===== config.mk =====
export PLATFORM = sky130hd
export DESIGN_NAME = bhx_unit
export DESIGN_NICKNAME = d
export VERILOG_FILES = /design/src/rtl/bhx_pkg.sv /design/src/rtl/bhx_decode.sv /design/src/rtl/bhx_lanes.sv /design/src/rtl/bhx_unit.sv
export SDC_FILE = /design/constraint.sdc
export NUM_CORES = 1
export LEC_CHECK = 0
export ABC_AREA = 1
export BUFFER_PORTS_ARGS = -buffer_cell sky130_fd_sc_hd__buf_2
export CORE_MARGIN = 10
export CORE_UTILIZATION = 48
export CTS_BUF_LIST = sky130_fd_sc_hd__clkbuf_2
export CTS_CLUSTER_SIZE = 20
export DETAILED_ROUTE_END_ITERATION = 8
export HOLD_SLACK_MARGIN = 0.08
export PLACE_DENSITY = 0.83
export SYNTH_ARGS = -nofsm -noshare
export SYNTH_HDL_FRONTEND = slang
export SYNTH_SLANG_ARGS = --single-unit

===== constraint.sdc =====
create_clock -name clk_i -period 0.8 [get_ports clk_i]
set_clock_uncertainty 0.05 [all_clocks]
set_input_delay 0.16 -clock clk_i [delete_from_list [all_inputs] [get_ports clk_i]]
set_output_delay 0.16 -clock clk_i [all_outputs]
set_load 0.02 [all_outputs]

===== src/rtl/bhx_pkg.sv =====
package bhx_pkg;
  localparam int unsigned OP_W  = 4;
  localparam int unsigned IDX_W = 4;

  typedef enum logic [OP_W-1:0] {
    OP_EXTH = 4'h4,
    OP_EXTB = 4'h5,
    OP_INSH = 4'h6,
    OP_INSB = 4'h7
  } bhx_op_e;

  typedef struct packed {
    logic known;
    logic ins;
    logic half;
    logic illegal;
    logic wr;
    logic flag_we;
  } bhx_ctl_t;
endpackage


===== src/rtl/bhx_decode.sv =====
module bhx_decode
  import bhx_pkg::*;
(
  input  logic [15:0]      instr_i,
  output logic [IDX_W-1:0] dst_o,
  output logic [IDX_W-1:0] s1_o,
  output logic [IDX_W-1:0] s2_o,
  output bhx_ctl_t         ctl_o
);
  logic [OP_W-1:0] op;

  assign op    = instr_i[7:4];
  assign dst_o = instr_i[3:0];
  assign s1_o  = instr_i[15:12];
  assign s2_o  = instr_i[11:8];

  always_comb begin
    ctl_o = '0;
    unique case (op)
      OP_INSB: begin ctl_o.known = 1'b1; ctl_o.ins = 1'b1; end
      OP_INSH: begin ctl_o.known = 1'b1; ctl_o.ins = 1'b1; ctl_o.half = 1'b1; end
      OP_EXTB: begin ctl_o.known = 1'b1; end
      OP_EXTH: begin ctl_o.known = 1'b1; ctl_o.half = 1'b1; end
      default: ctl_o.known = 1'b0;
    endcase
    ctl_o.illegal = ctl_o.known && ctl_o.ins && (dst_o == '0);
    ctl_o.wr      = ctl_o.known && (dst_o != '0);
    ctl_o.flag_we = ctl_o.known && !ctl_o.ins;
  end
endmodule


===== src/rtl/bhx_lanes.sv =====
module bhx_lanes #(
  parameter int unsigned XLEN = 32
) (
  input  logic [XLEN-1:0] old_i,
  input  logic [XLEN-1:0] src_i,
  input  logic [XLEN-1:0] sel_i,
  input  logic            ins_i,
  input  logic            half_i,
  output logic [XLEN-1:0] res_o
);
  localparam int unsigned NB = XLEN / 8;
  localparam int unsigned NH = XLEN / 16;
  localparam int unsigned BW = $clog2(NB);
  localparam int unsigned HW = (BW > 1) ? BW - 1 : 1;

  logic [BW-1:0]   bsel;
  logic [HW-1:0]   hsel;
  logic [XLEN-1:0] ins_b, ins_h, sh_b, sh_h, ext_b, ext_h;

  assign bsel = sel_i[BW-1:0];
  assign hsel = sel_i[BW-1 -: HW];

  for (genvar k = 0; k < NB; k++) begin : g_byte
    assign ins_b[k*8 +: 8] = (bsel == BW'(k)) ? src_i[7:0] : old_i[k*8 +: 8];
  end

  for (genvar k = 0; k < NH; k++) begin : g_half
    assign ins_h[k*16 +: 16] = (hsel == HW'(k)) ? src_i[15:0] : old_i[k*16 +: 16];
  end

  assign sh_b  = src_i >> {bsel, 3'b000};
  assign sh_h  = src_i >> {hsel, 4'b0000};
  assign ext_b = {{(XLEN-8){1'b0}}, sh_b[7:0]};
  assign ext_h = {{(XLEN-16){1'b0}}, sh_h[15:0]};

  always_comb begin
    unique case ({ins_i, half_i})
      2'b11:   res_o = ins_h;
      2'b10:   res_o = ins_b;
      2'b01:   res_o = ext_h;
      default: res_o = ext_b;
    endcase
  end
endmodule


===== src/rtl/bhx_unit.sv =====
module bhx_unit
  import bhx_pkg::*;
#(
  parameter int unsigned XLEN = 32
) (
  input  logic             clk_i,
  input  logic             rst_ni,
  input  logic             valid_i,
  input  logic [15:0]      instr_i,
  input  logic [XLEN-1:0]  dst_val_i,
  input  logic [XLEN-1:0]  src_val_i,
  input  logic [XLEN-1:0]  sel_val_i,
  output logic             valid_o,
  output logic             illegal_o,
  output logic             wr_en_o,
  output logic [IDX_W-1:0] wr_addr_o,
  output logic [XLEN-1:0]  result_o,
  output logic             flag_we_o,
  output logic [3:0]       flags_o
);
  logic [IDX_W-1:0] dst, s1, s2;
  bhx_ctl_t         ctl;
  logic [XLEN-1:0]  old_v, src_v, sel_v, res;
  logic             go;

  bhx_decode u_dec (
    .instr_i (instr_i),
    .dst_o   (dst),
    .s1_o    (s1),
    .s2_o    (s2),
    .ctl_o   (ctl)
  );

  // index 0 reads as zero
  assign old_v = (dst == '0) ? '0 : dst_val_i;
  assign src_v = (s1  == '0) ? '0 : src_val_i;
  assign sel_v = (s2  == '0) ? '0 : sel_val_i;

  bhx_lanes #(.XLEN(XLEN)) u_lanes (
    .old_i  (old_v),
    .src_i  (src_v),
    .sel_i  (sel_v),
    .ins_i  (ctl.ins),
    .half_i (ctl.half),
    .res_o  (res)
  );

  assign go = valid_i && ctl.known;

  always_ff @(posedge clk_i or negedge rst_ni) begin
    if (!rst_ni) begin
      valid_o   <= 1'b0;
      illegal_o <= 1'b0;
      wr_en_o   <= 1'b0;
      wr_addr_o <= '0;
      result_o  <= '0;
      flag_we_o <= 1'b0;
      flags_o   <= '0;
    end else begin
      valid_o   <= go;
      illegal_o <= go && ctl.illegal;
      wr_en_o   <= go && ctl.wr;
      flag_we_o <= go && ctl.flag_we;
      if (go) begin
        wr_addr_o <= dst;
        result_o  <= res;
        flags_o   <= ctl.flag_we ? {1'b0, (res == '0), 2'b00} : 4'b0000;
      end
    end
  end


  valid_in_past_chk: assert property (@(posedge clk_i) disable iff (!rst_ni)
    valid_o |-> $past(valid_i));

  side_needs_valid_chk: assert property (@(posedge clk_i) disable iff (!rst_ni)
    (wr_en_o || flag_we_o || illegal_o) |-> valid_o);

  no_r0_write_chk: assert property (@(posedge clk_i) disable iff (!rst_ni)
    wr_en_o |-> (wr_addr_o != '0));

  ext_flags_chk: assert property (@(posedge clk_i) disable iff (!rst_ni)
    flag_we_o |-> (flags_o[3] == 1'b0 && flags_o[1:0] == 2'b00 && flags_o[2] == (result_o == '0)));

  illegal_quiet_chk: assert property (@(posedge clk_i) disable iff (!rst_ni)
    illegal_o |-> (!wr_en_o && !flag_we_o));

  ins_no_flags_chk: assert property (@(posedge clk_i) disable iff (!rst_ni)
    (valid_i && ctl.known && ctl.ins) |=> !flag_we_o);
endmodule


==> results of run 1 <==
cells in the mapped netlist:
cell type | count | area (um^2)
nor3_1 | 1 | 5.00
clkbuf_1 | 10 | 37.5
inv_1 | 17 | 63.8
buf_4 | 4 | 30.0
buf_2 | 10 | 50.1
nand2_4 | 1 | 11.3
nor2_1 | 34 | 128
nand3_2 | 1 | 10.0
a21oi_1 | 20 | 100
nor3_2 | 2 | 20.0
buf_6 | 5 | 56.3
and3_1 | 3 | 18.8
o21ai_1 | 2 | 10.0
inv_2 | 7 | 26.3
nand2_2 | 7 | 43.8
nor2_2 | 3 | 18.8
nand2_1 | 285 | 1070
a211oi_1 | 2 | 15.0
a22o_1 | 1 | 8.76
nand3_1 | 36 | 180
dfrtp_1 | 41 | 1030
a21boi_0 | 1 | 7.51
o21ai_0 | 52 | 260
nand4_1 | 2 | 12.5
a21oi_2 | 2 | 17.5
conb_1 | 1 | 3.75
nor3_4 | 1 | 16.3
timing repair:
action                                  in CTS
hold buffers                                 6
endpoints found under the setup margin      79
resized for setup                          213
buffers inserted                            37
gates cloned                                 6
pin swaps                                   61
hold endpoints to repair                    47
per-stage QoR:
step	setup WS, ns	hold slack [ns]
3_5_place_dp	-0.980	0.0990
2_1_floorplan	-0.532	-0.186
4_1_cts	-0.443	0.0368
3_3_place_gp	-0.941	0.0972
cell families after synthesis:
kind of cell           synth area share
other                           0.00115
flip-flops                        0.316
buffers and inverters            0.0813
AND/OR/NAND/NOR                   0.472
AO/OA/AOI/OAI                     0.129
==> summary.md, run 1 <==
| Metric | Value |
|---|---|
| Run status | aborted with a tool error |
| Halt Stage | 5_1_grt |
| Err | [ERROR DPL-0038] Utilization greater than 100%, impossible to legalize |
| CTS max path bufs | 2 |
| Yosys warning count | 0 |
| Avg Cell Area, Syn | 5.89 um^2 |
| Cell variety after synth | 27 |
| Die span in x | 102 um |
| Largest net degree at the start of global routing | 42 |
| # IOs | 159 |
| Placed cells | 796 |
| H-tree depth | 2 |
| IO buf count | 125 |
| Post-DP HPWL | 10100 um |
| Worst ep type | register input |
| Worst setup endpoint GRT | flags_o[2]$_DFFE_PN0P_/D |
| Row count | 29 |
| CTS root buffer | clkbuf_2 |
| TritonCTS Buffers | 5 |
| Register area share after synthesis | 0.316 |
| Die Y-Extent | 102 um |
| Post-Syn Area | 3250 um^2 |
| Clock sink count | 41 |
| Area after DPL | 4570 um^2 |
| Starting density of the core | 0.503 |
| Final RePlAce weighted congestion | 0.971 |
| Yosys reg bits | 41 |
| Cells after Synth | 551 |
==> run 2, diff against run 1 <==
Settings changed: CORE_UTILIZATION 48 to 40, CTS_BUF_LIST sky130_fd_sc_hd__clkbuf_2 to unset, CTS_CLUSTER_SIZE 20 to unset, HOLD_SLACK_MARGIN 0.08 to unset, PLACE_DENSITY 0.83 to unset, PLACE_DENSITY_LB_ADDON set to 0.15.
==> run 2 against run 1 <==
The flow now finishes, with violations (negative setup slack). Synthesized area stayed put. Synthesized cell count stayed put.
==> summary.md, run 2 <==
| Metric | Value |
|---|---|
| Worst path bufs/invs | 4 |
| Hold WC Path Type | in -> reg |
| Cell taking the most area after synthesis | nand2_1 |
| Vias in the first global route | 4700 |
| Commonest non-fill, non-tap cell in the layout | nand2_1 |
| First DRT Iteration DRCs | 332 |
| Cells after Synth | 551 (unchanged) |
| CTS max path bufs | 2 (unchanged) |
| CP startpoint kind | input port |
| VDD IR max | 0.892 mV |
| Crit-path max FO | 8 |
| Area contributors post-synth | nand2_1 (33%), dfrtp_1 (32%), o21ai_0 (8.0%) |
| H-tree depth | 2 (unchanged) |
| Clock latency on the worst-skew pair | 0.31 ns |
| DRC | 0 |
| Clock sink count | 41 (unchanged) |
| Failing checks | negative setup slack |
| Largest register by flop count | result_o |
| WL per Instance | 18.9 um |
| Largest net degree at the start of global routing | 42 |
| CTS root buffer | clkbuf_8 |
| Run status | finished with violations |
| Setup TNS Final | -26.28 ns |
| Pre-CTS setup slack | -0.966 ns (+0.0134 ns) |
| Cell with the most instances after synthesis | nand2_1 |
| Max reg flops | 32 |
| Overflow after GRT | 0 |
| Yosys warning count | 0 (unchanged) |
| Hold_ws | 0.00159 ns |
| Share of cells above drive strength 1 | 0.511 |
| Kind of critical path | in -> reg |
| TritonCTS Buffers | 5 (unchanged) |
| Yosys reg bits | 41 (unchanged) |
| CP arrival | 1.62 ns |
| Worst path required time | 0.95 ns |
| Critical Path End Type | flip-flop |
| Most frequent cells after synthesis | nand2_1 (285), o21ai_0 (52), dfrtp_1 (41) |
| Vias/cell | 5.36 |
| IO buf count | 125 (unchanged) |
| DRT Wirelength | 17000 um |
| RSZ-0062 raised after global routing | yes |
| Fin worst setup slack | -0.665 ns |
| Final RePlAce weighted congestion | 0.976 (+0.49%) |
| Fmax | 683 MHz |
| Min Clock Period, post-route | 1.46 ns |
| Total number of vias | 4824 |
| Clk slew on worst S/H paths | 0.10 ns |
| Diode count | 0 |
| Max-cap violation count | 0 |
| Critical Path, Cell by Cell | buf_2 -> nor2_4 -> nand2_4 -> buf_4 -> nand2_4 -> nor2_1 -> inv_2 -> buf_12 -> a21oi_1 -> o21ai_1 -> o21ai_1 -> nand2_1 -> nand2_1 |
| Final Hold Viols | 0 |
| Post-DP HPWL | 10500 um (+3.9%) |
| CP max stage delay | 0.18 ns |
| # IOs | 159 (unchanged) |
| Row count | 32 (+10%) |
| Leakage power | 0.00347 uW |
| Regs by FF count | result_o: 32 flops, wr_addr_o: 4 flops |
| Die span in x | 110 um (+7.7%) |
| Post-DRT Antenna Nets | 0 |
| Most frequent cells in the layout | nand2_1 (234), buf_6 (84), buf_4 (81) |
| Total track usage | 0.248 |
| Pwr Density | 1250 nW/um^2 |
| Crit path max-delay family | simple AND/OR/NAND/NOR gates |
| Register area share after synthesis | 0.316 (unchanged) |
| Fin. max-slew vios | 0 |
| Cell variety after synth | 27 (unchanged) |
| Initial antenna violation count | 0 |
| Top FF cell, synth | dfrtp_1 |
| Final cell utilization of the core | 0.833 |
| Synth top area share | 0.329 (unchanged) |
| Starting density of the core | 0.416 (-0.0868) |
| Post-synth EDFFs | 0 (unchanged) |
| Final Cycle Share | 1.83 |
| Area grow syn2layout | 100% |
| Die ar. | 12100 um^2 |
| CTS tree | built |
| Die Y-Extent | 110 um (+7.7%) |
| Router iterations before antenna repair | 5 |
| Final setup fails | 82 |
| Core ar. | 7810 um^2 |
| Final Power | 8150 uW |
| Global-route wire length before repair | 23800 um |
| # nets final | 912 |
| Critical path's slowest cell | buf_4 |
| Post-Syn Area | 3250 um^2 (unchanged) |
| Async set or reset register ratio after synthesis | 1.00 (unchanged) |
| Avg Cell Area, Syn | 5.89 um^2 (unchanged) |
==> run 2: cell counts after synthesis <==
No cell type changed its count.
==> run 2: metrics by stage <==
step | cell area [um^2] | std cells
final | 6500 | 900
after global routing | 6500 | 900
after CTS | 6000 | 878
after detailed placement | 4690 | 830
after global placement | 4690 | 830
after floorplan | 3490 | 553
==> run 2: kinds of logic after synthesis <==
kind of cell / Yosys count / synth area share
and+or+nand+nor: 376 / 0.472
DFF: 41 / 0.316
other: 1 / 0.00115
AOI/OAI and AO/OA: 80 / 0.129
buffers and inverters: 53 / 0.0813
==> run 2: path summary, 6_finish.rpt <==
kind	startpoint	endpoint	slack (ns)	cells past startpoint
max	instr_i[8]	result_o[16]$_DFFE_PN0P_	-0.66	13
min in group asynchronous	rst_ni	result_o[24]$_DFFE_PN0P_	0.30	3
min	instr_i[2]	wr_addr_o[2]$_DFFE_PN0P_	0.002	3
max in group asynchronous	rst_ni	result_o[5]$_DFFE_PN0P_	0.17	3
min reg2reg	result_o[20]$_DFFE_PN0P_	result_o[20]$_DFFE_PN0P_	0.45	2
max reg2reg	result_o[25]$_DFFE_PN0P_	result_o[25]$_DFFE_PN0P_	-0.12	4
==> run 2: layout make-up <==
type                            count  area [um^2]
Tap cell                          102          128
Clock buffer                        5         68.8
Timing Repair Buffer              263         2430
Sequential cell                    41         1030
Multi-Input combinational cell    462         2630
Fill cell                         519         1310
Inverter                           24          151
Clock inverter                      3         68.8
==> run 2: what timing repair did <==
item / CTS / global route
pin swaps: 49 / 36
buffers inserted: 36 / 22
gates cloned: 5 / 6
endpoints found under the setup margin: 79 / 80
hold buffers: 2 / 0
endpoints found under the hold margin: 42 / 0
resized for setup: 241 / 86
==> run 2: layer usage <==
metal / up-vias / global-route usage / share of wire
met1: 2241 / 0.295 / 0.38
met3: 60 / 0.0406 / 0.088
met5: - / 0 / 0
li1: 2244 / - / -
met4: 0 / 0.100 / 0.046
met2: 279 / 0.436 / 0.49
==> run 2: worst reg2reg max path, cell delays in order (launching register included) <==
cell and delay [ns]:
dfrtp_1 0.41, buf_4 0.14, buf_4 0.12, nand2_1 0.06, nand2_1 0.04
==> run 2: where the power goes <==
| group | internal [uW] | switching [uW] |
|---|---|---|
| Sequential | 2270 | 150 |
| Clock | 1260 | 897 |
| Combinational | 1720 | 1860 |
| Total | 5250 | 2900 |
Power figures use the tool's default switching activity.
==> run 3, diff against run 2 <==
Settings changed: CELL_PAD_IN_SITES_DETAIL_PLACEMENT set to 2, CELL_PAD_IN_SITES_GLOBAL_PLACEMENT set to 2, CORE_UTILIZATION 40 to 22.
==> run 3 against run 2 <==
The run still ends with negative setup slack left. Via count down 0.35%. Sequential cell count did not move. Utilization shrank 36 points. Critical path depth is 1 higher. First-iteration DRC count fell by 46%. Sequential power about the same. Combinational power up 10%. Final area is 6.0% higher. Register-to-register slack got worse by 0.05 ns. Global-route usage is 5.6 points lower. Clock power is 4% higher. Critical path type unchanged. Largest cell class unchanged.
==> summary.md, run 3 (same netlist as run 2, synthesis figures left out) <==
| Metric | Value |
|---|---|
| Max reg flops | 32 (unchanged) |
| Leakage power | 0.00357 uW (+3.0%) |
| Diode count | 0 (unchanged) |
| CTS max path bufs | 2 (unchanged) |
| Layout filler cell count | 1623 (+210%) |
| Busiest grt layer | met2 |
| Register area | 1030 um^2 (unchanged) |
| Starting density of the core | 0.224 (-0.192) |
| Worst path required time | 0.98 ns (+0.03 ns) |
| Multi-input logic area | 2780 um^2 (+5.9%) |
| IO buf count | 125 (unchanged) |
| M3 GR Usage | 0.0387 (-0.00191) |
| Hold WC Path Type | in -> reg |
| # nets final | 931 (+2.1%) |
| WL per Instance | 21.8 um (+15%) |
| RSZ-0062 raised after global routing | yes |
| H-tree depth | 2 (unchanged) |
| Fin. max-slew vios | 0 (unchanged) |
| CP startpoint kind | input port |
| Vias in the first global route | 5503 (+17%) |
| DRC | 0 (unchanged) |
| Fmax | 624 MHz (-8.6%) |
| Max-cap violation count | 0 (unchanged) |
| Final Hold Viols | 0 (unchanged) |
| Die Y-Extent | 141 um (+29%) |
| Global-route wire length before repair | 30700 um (+29%) |
| Min Clock Period, post-route | 1.60 ns (+0.137 ns) |
| Clock sink count | 41 (unchanged) |
| Final setup fails | 80 (-2.4%) |
| Regs by FF count | result_o: 32 flops, wr_addr_o: 4 flops |
| Row count | 44 (+38%) |
| Post-DRT Antenna Nets | 0 (unchanged) |
| Total track usage | 0.192 (-0.0561) |
| Setup TNS Final | -30.17 ns (-3.89 ns) |
| Critical Path End Type | flip-flop |
| Core ar. | 14500 um^2 (+85%) |
| Placed cells | 918 (+11%) |
| Final cell utilization of the core | 0.476 (-0.357) |
| Final Cycle Share | 2.00 (+0.171) |
| Failing checks | negative setup slack |
| Crit-path max FO | 7 (-1) |
| Clk slew on worst S/H paths | 0.07 ns (-0.03 ns) |
| Final RePlAce weighted congestion | 0.840 (-14%) |
| Largest net degree at the start of global routing | 42 (unchanged) |
| CP arrival | 1.79 ns (+0.17 ns) |
| # IOs | 159 (unchanged) |
| Final Power | 8610 uW (+5.6%) |
| Overflow after GRT | 0 (unchanged) |
| Initial antenna violation count | 0 (unchanged) |
| Worst R2R Path Depth | 4 (unchanged) |
| Run status | finished with violations |
| Largest register by flop count | result_o |
| Die ar. | 20000 um^2 (+65%) |
| Post-DP HPWL | 13700 um (+31%) |
| Clock latency on the worst-skew pair | 0.29 ns (-0.02 ns) |
| Most frequent cells in the layout | nand2_1 (206), buf_4 (101), buf_6 (85) |
| Share of cells above drive strength 1 | 0.580 (+0.0689) |
| DRT Wirelength | 21800 um (+28%) |
| CTS root buffer | clkbuf_16 |
| Die span in x | 141 um (+29%) |
| Vias/cell | 4.80 (-10%) |
| Fin worst setup slack | -0.802 ns (-0.137 ns) |
| M1 GR Usage | 0.217 (-0.0774) |
| Commonest non-fill, non-tap cell in the layout | nand2_1 |
| Router iterations before antenna repair | 4 (-1) |
| Met2 Use GR | 0.352 (-0.0834) |
| VDD IR max | 0.785 mV (-12%) |
| Total number of vias | 4807 (-0.35%) |
| TritonCTS Buffers | 5 (unchanged) |
| CTS tree | built |
| Hold Crit Depth | 3 (unchanged) |
| Non-Filler Instances | 1001 (+11%) |
| Area grow syn2layout | 112% |
| First DRT Iteration DRCs | 179 (-46%) |
| Pwr Density | 1250 nW/um^2 (-0.36%) |
| Kind of critical path | in -> reg |
## run 3: routing by layer
metal  vias to the layer above  part of all wire
li1                       2282                 -
met1                      2378              0.40
met2                       114              0.53
met3                        33             0.039
met4                         0             0.027
met5                         -                 0
## run 3: final timing paths
kind	from	to	slack, ns
worst min-delay path	instr_i[3]	wr_addr_o[3]$_DFFE_PN0P_	0.04
min in group asynchronous	rst_ni	illegal_o$_DFF_PN0_	0.33
worst max register to register	result_o[7]$_DFFE_PN0P_	result_o[7]$_DFFE_PN0P_	-0.17
worst max-delay path	instr_i[11]	flags_o[2]$_DFFE_PN0P_	-0.80
worst min register to register	result_o[20]$_DFFE_PN0P_	result_o[20]$_DFFE_PN0P_	0.46
max in group asynchronous	rst_ni	result_o[30]$_DFFE_PN0P_	0.12
## run 3: final cells by class
class,count,share of cell area
flip-flops and latches,41,0.149
repair buffers,280,0.369
repair inverters,1,0.00109
clock inverters,2,0.00200
inverters,24,0.0216
clock buffers,6,0.0202
multi-input cells,463,0.403
well taps,184,0.0334
## run 3: timing repair
item	in CTS	in global routing
hold buffers	1	0
gates cloned	9	0
pin swaps	76	57
resized for setup	273	112
endpoints found under the setup margin	79	80
endpoints found under the hold margin	41	0
setup buffers	47	28
## run 3: critical path, stage by stage
cell and delay (ns):
buf_8 0.10, nor2_4 0.16, a21oi_4 0.11, buf_12 0.14, buf_16 0.13, nand3_1 0.07, o21ai_0 0.13, nand2_1 0.17
o21ai_2 0.08, nor2_2 0.17, nand3_2 0.09, nor2_2 0.13, nand3_1 0.08, nand2_1 0.06
## run 3: power breakdown
group          total (uW)  internal (uW)  leakage [uW]  switching, uW
clock                2240           1250     0.0000768            994
sequential           2440           2270      0.000550            164
combinational        3930           1860       0.00295           2070
## run 3: through the flow
stage,hold WS (ns),worst slack (ns),cell area [um^2]
after global placement,0.0956,-1.04,4830
after detailed placement,0.123,-1.13,4830
after CTS,0.0221,-0.674,6350
final,0.0378,-0.802,6890
after floorplan,-0.186,-0.532,3490
after global routing,0.0504,-0.927,6890
==> run 4, diff against run 3 <==
Settings changed: RECOVER_POWER set to 25.
==> run 4 against run 3 <==
Non-clock buffer count is the same. Total power is essentially flat. Largest power group unchanged. Utilization is essentially flat. Sequential share of layout area is essentially flat. Combinational power is essentially flat. First-iteration DRC count is the same. Maximum frequency is the same. The run still ends with negative setup slack left. Sequential cell count is the same. Global-route usage is the same. Sequential power is essentially flat.
==> summary.md, run 4 (same netlist as run 2, synthesis figures left out) <==
| Metric | Value |
|---|---|
| Die Y-Extent | 141 um (unchanged) |
| Fin worst setup slack | -0.802 ns (unchanged) |
| Failing checks | negative setup slack |
| Critical Path, Cell by Cell | buf_8 -> nor2_4 -> a21oi_4 -> buf_12 -> buf_16 -> nand3_1 -> o21ai_0 -> nand2_1 -> o21ai_2 -> nor2_2 -> nand3_2 -> nor2_2 -> nand3_1 -> nand2_1 |
| Final Cycle Share | 2.00 (unchanged) |
| Area grow syn2layout | 112% (about the same) |
| Router iterations before antenna repair | 4 (unchanged) |
| Clock latency on the worst-skew pair | 0.29 ns (about the same) |
| Clk slew on worst S/H paths | 0.07 ns (about the same) |
| RSZ-0062 raised after global routing | yes |
| Fmax | 624 MHz (unchanged) |
| DRC | 0 (unchanged) |
| Vias in the first global route | 5503 (unchanged) |
| Starting density of the core | 0.224 (unchanged) |
| Crit path max-delay family | simple AND/OR/NAND/NOR gates |
| Setup TNS Final | -30.17 ns (unchanged) |
| Met1 WL | 8800 um (about the same) |
| Leakage power | 0.00357 uW (about the same) |
| Final RePlAce weighted congestion | 0.840 (unchanged) |
| Min Clock Period, post-route | 1.60 ns (unchanged) |
| Commonest non-fill, non-tap cell in the layout | nand2_1 |
| CP startpoint kind | input port |
| Critical Path End Type | flip-flop |
| Initial antenna violation count | 0 (unchanged) |
| Largest net degree at the start of global routing | 42 (unchanged) |
| Die ar. | 20000 um^2 (unchanged) |
| Non-Filler Instances | 1001 (unchanged) |
| Max reg flops | 32 (unchanged) |
| Clock sink count | 41 (unchanged) |
| Largest register by flop count | result_o |
| Met2 wire length | 11600 um (unchanged) |
| Diode count | 0 (unchanged) |
| Global-route wire length before repair | 30700 um (unchanged) |
| Post-DP HPWL | 13700 um (unchanged) |
| Crit-path max FO | 7 (unchanged) |
| Total track usage | 0.192 (unchanged) |
| Die span in x | 141 um (unchanged) |
| Hold WC Path Type | in -> reg |
| Row count | 44 (unchanged) |
| Final setup fails | 80 (unchanged) |
| Wire length on met3 | 853 um (unchanged) |
| Pwr Density | 1250 nW/um^2 (about the same) |
| CP arrival | 1.79 ns (about the same) |
| Total number of vias | 4807 (unchanged) |
| WL per Instance | 21.8 um (about the same) |
| Kind of critical path | in -> reg |
| CTS tree | built |
| First DRT Iteration DRCs | 179 (unchanged) |
| # nets final | 931 (unchanged) |
| Stages on the worst setup path | 14 (unchanged) |
| RR Startpoint | result_o[7]$_DFFE_PN0P_ |
| VDD IR max | 0.785 mV (unchanged) |
| Regs by FF count | result_o: 32 flops, wr_addr_o: 4 flops |
| Share of cells above drive strength 1 | 0.580 (unchanged) |
| R2R setup slack | -0.17 ns (about the same) |
| Final Hold Viols | 0 (unchanged) |
| Vias/cell | 4.80 (unchanged) |
| TritonCTS Buffers | 5 (unchanged) |
| Core ar. | 14500 um^2 (unchanged) |
| Placed cells | 918 (unchanged) |
| IO buf count | 125 (unchanged) |
| CTS root buffer | clkbuf_16 |
| # IOs | 159 (unchanged) |
| Most frequent cells in the layout | nand2_1 (206), buf_4 (101), buf_6 (85) |
| Worst path required time | 0.98 ns (about the same) |
| H-tree depth | 2 (unchanged) |
| Critical path's slowest cell | nand2_1 |
| CTS max path bufs | 2 (unchanged) |
| Worst path bufs/invs | 3 (unchanged) |
| FF-to-FF End | result_o[7]$_DFFE_PN0P_ |
| Worst R2R Path Depth | 4 (unchanged) |
| Fin. max-slew vios | 0 (unchanged) |
| CP max stage delay | 0.17 ns (about the same) |
| Run status | finished with violations |
| Highest Signal Layer | met4 |
| Crit path capture | flags_o[2]$_DFFE_PN0P_ |
| DRT Wirelength | 21800 um (about the same) |
| CP Launch Point | instr_i[11] |
| Post-DRT Antenna Nets | 0 (unchanged) |
| Overflow after GRT | 0 (unchanged) |
| Max-cap violation count | 0 (unchanged) |
run 4: cell count changes in the layout (fill, tap and decap cells not counted):
cell      before  now
buf_2         68   67
clkbuf_2       0    1
buf_8          7    8
buf_12        16   15
run 4: power by group:
group	total [uW]	internal, uW	switching (uW)
clock	2240	1250	994
sequential	2440	2270	164
combinational	3930	1860	2070
total	8610	5380	3230
run 4: worst min path at each step:
| stage | start | endpoint | slack, ns | cells past startpoint |
|---|---|---|---|---|
| 2_1_floorplan | rst_ni | flag_we_o$_DFF_PN0_ | -0.19 | 0 |
| 3_3_place_gp | rst_ni | illegal_o$_DFF_PN0_ | 0.1 | 2 |
| 3_5_place_dp | rst_ni | result_o[3]$_DFFE_PN0P_ | 0.12 | 2 |
| 4_1_cts | instr_i[2] | wr_addr_o[2]$_DFFE_PN0P_ | 0.02 | 3 |
| 5_1_grt | instr_i[3] | wr_addr_o[3]$_DFFE_PN0P_ | 0.05 | 3 |
| 6_report | instr_i[3] | wr_addr_o[3]$_DFFE_PN0P_ | 0.04 | 3 |
run 4: worst register-to-register path: cells and delay by family, from the launching register on:
family / cells / cell delay (ns)
buffers and inverters: 2 / 0.28
AND/OR/NAND/NOR: 2 / 0.14
flip-flops: 1 / 0.39
run 4: routing by layer:
| layer | global-route usage | up-vias |
|---|---|---|
| met4 | 0.0586 | 0 |
| met1 | 0.217 | 2378 |
| met3 | 0.0387 | 33 |
| li1 | - | 2282 |
| met5 | 0 | - |
| met2 | 0.352 | 114 |
run 4: what timing repair did:
action / CTS / global route
gates cloned: 9 / 0
pin swaps: 76 / 57
setup buffers: 47 / 28
hold buffers: 1 / 0
setup endpoints to repair: 79 / 80
resized for setup: 273 / 112
endpoints found under the hold margin: 41 / 0
run 4: per-stage QoR:
| step | utilization | total power [uW] | hold slack [ns] | instance area [um^2] | setup slack (ns) |
|---|---|---|---|---|---|
| 5_1_grt | 0.476 | 9000 | 0.0504 | 6890 | -0.927 |
| 3_3_place_gp | 0.333 | 4840 | 0.0956 | 4830 | -1.04 |
| 4_1_cts | 0.438 | 8090 | 0.0221 | 6350 | -0.674 |
| 6_report | 0.476 | 8610 | 0.0378 | 6890 | -0.802 |
| 3_5_place_dp | 0.333 | 4920 | 0.123 | 4830 | -1.13 |
| 2_1_floorplan | - | 3680 | -0.186 | 3490 | -0.532 |
run 4: cell type report:
cell class                 instances  area [um^2]
inverter                          24          149
clock inverter                     2         13.8
clock buffer                       6          139
timing repair buffer             280         2540
tap                              184          230
sequential                        41         1030
fill                            1623         7590
multi-input combinational        463         2780
timing repair inverter             1         7.51
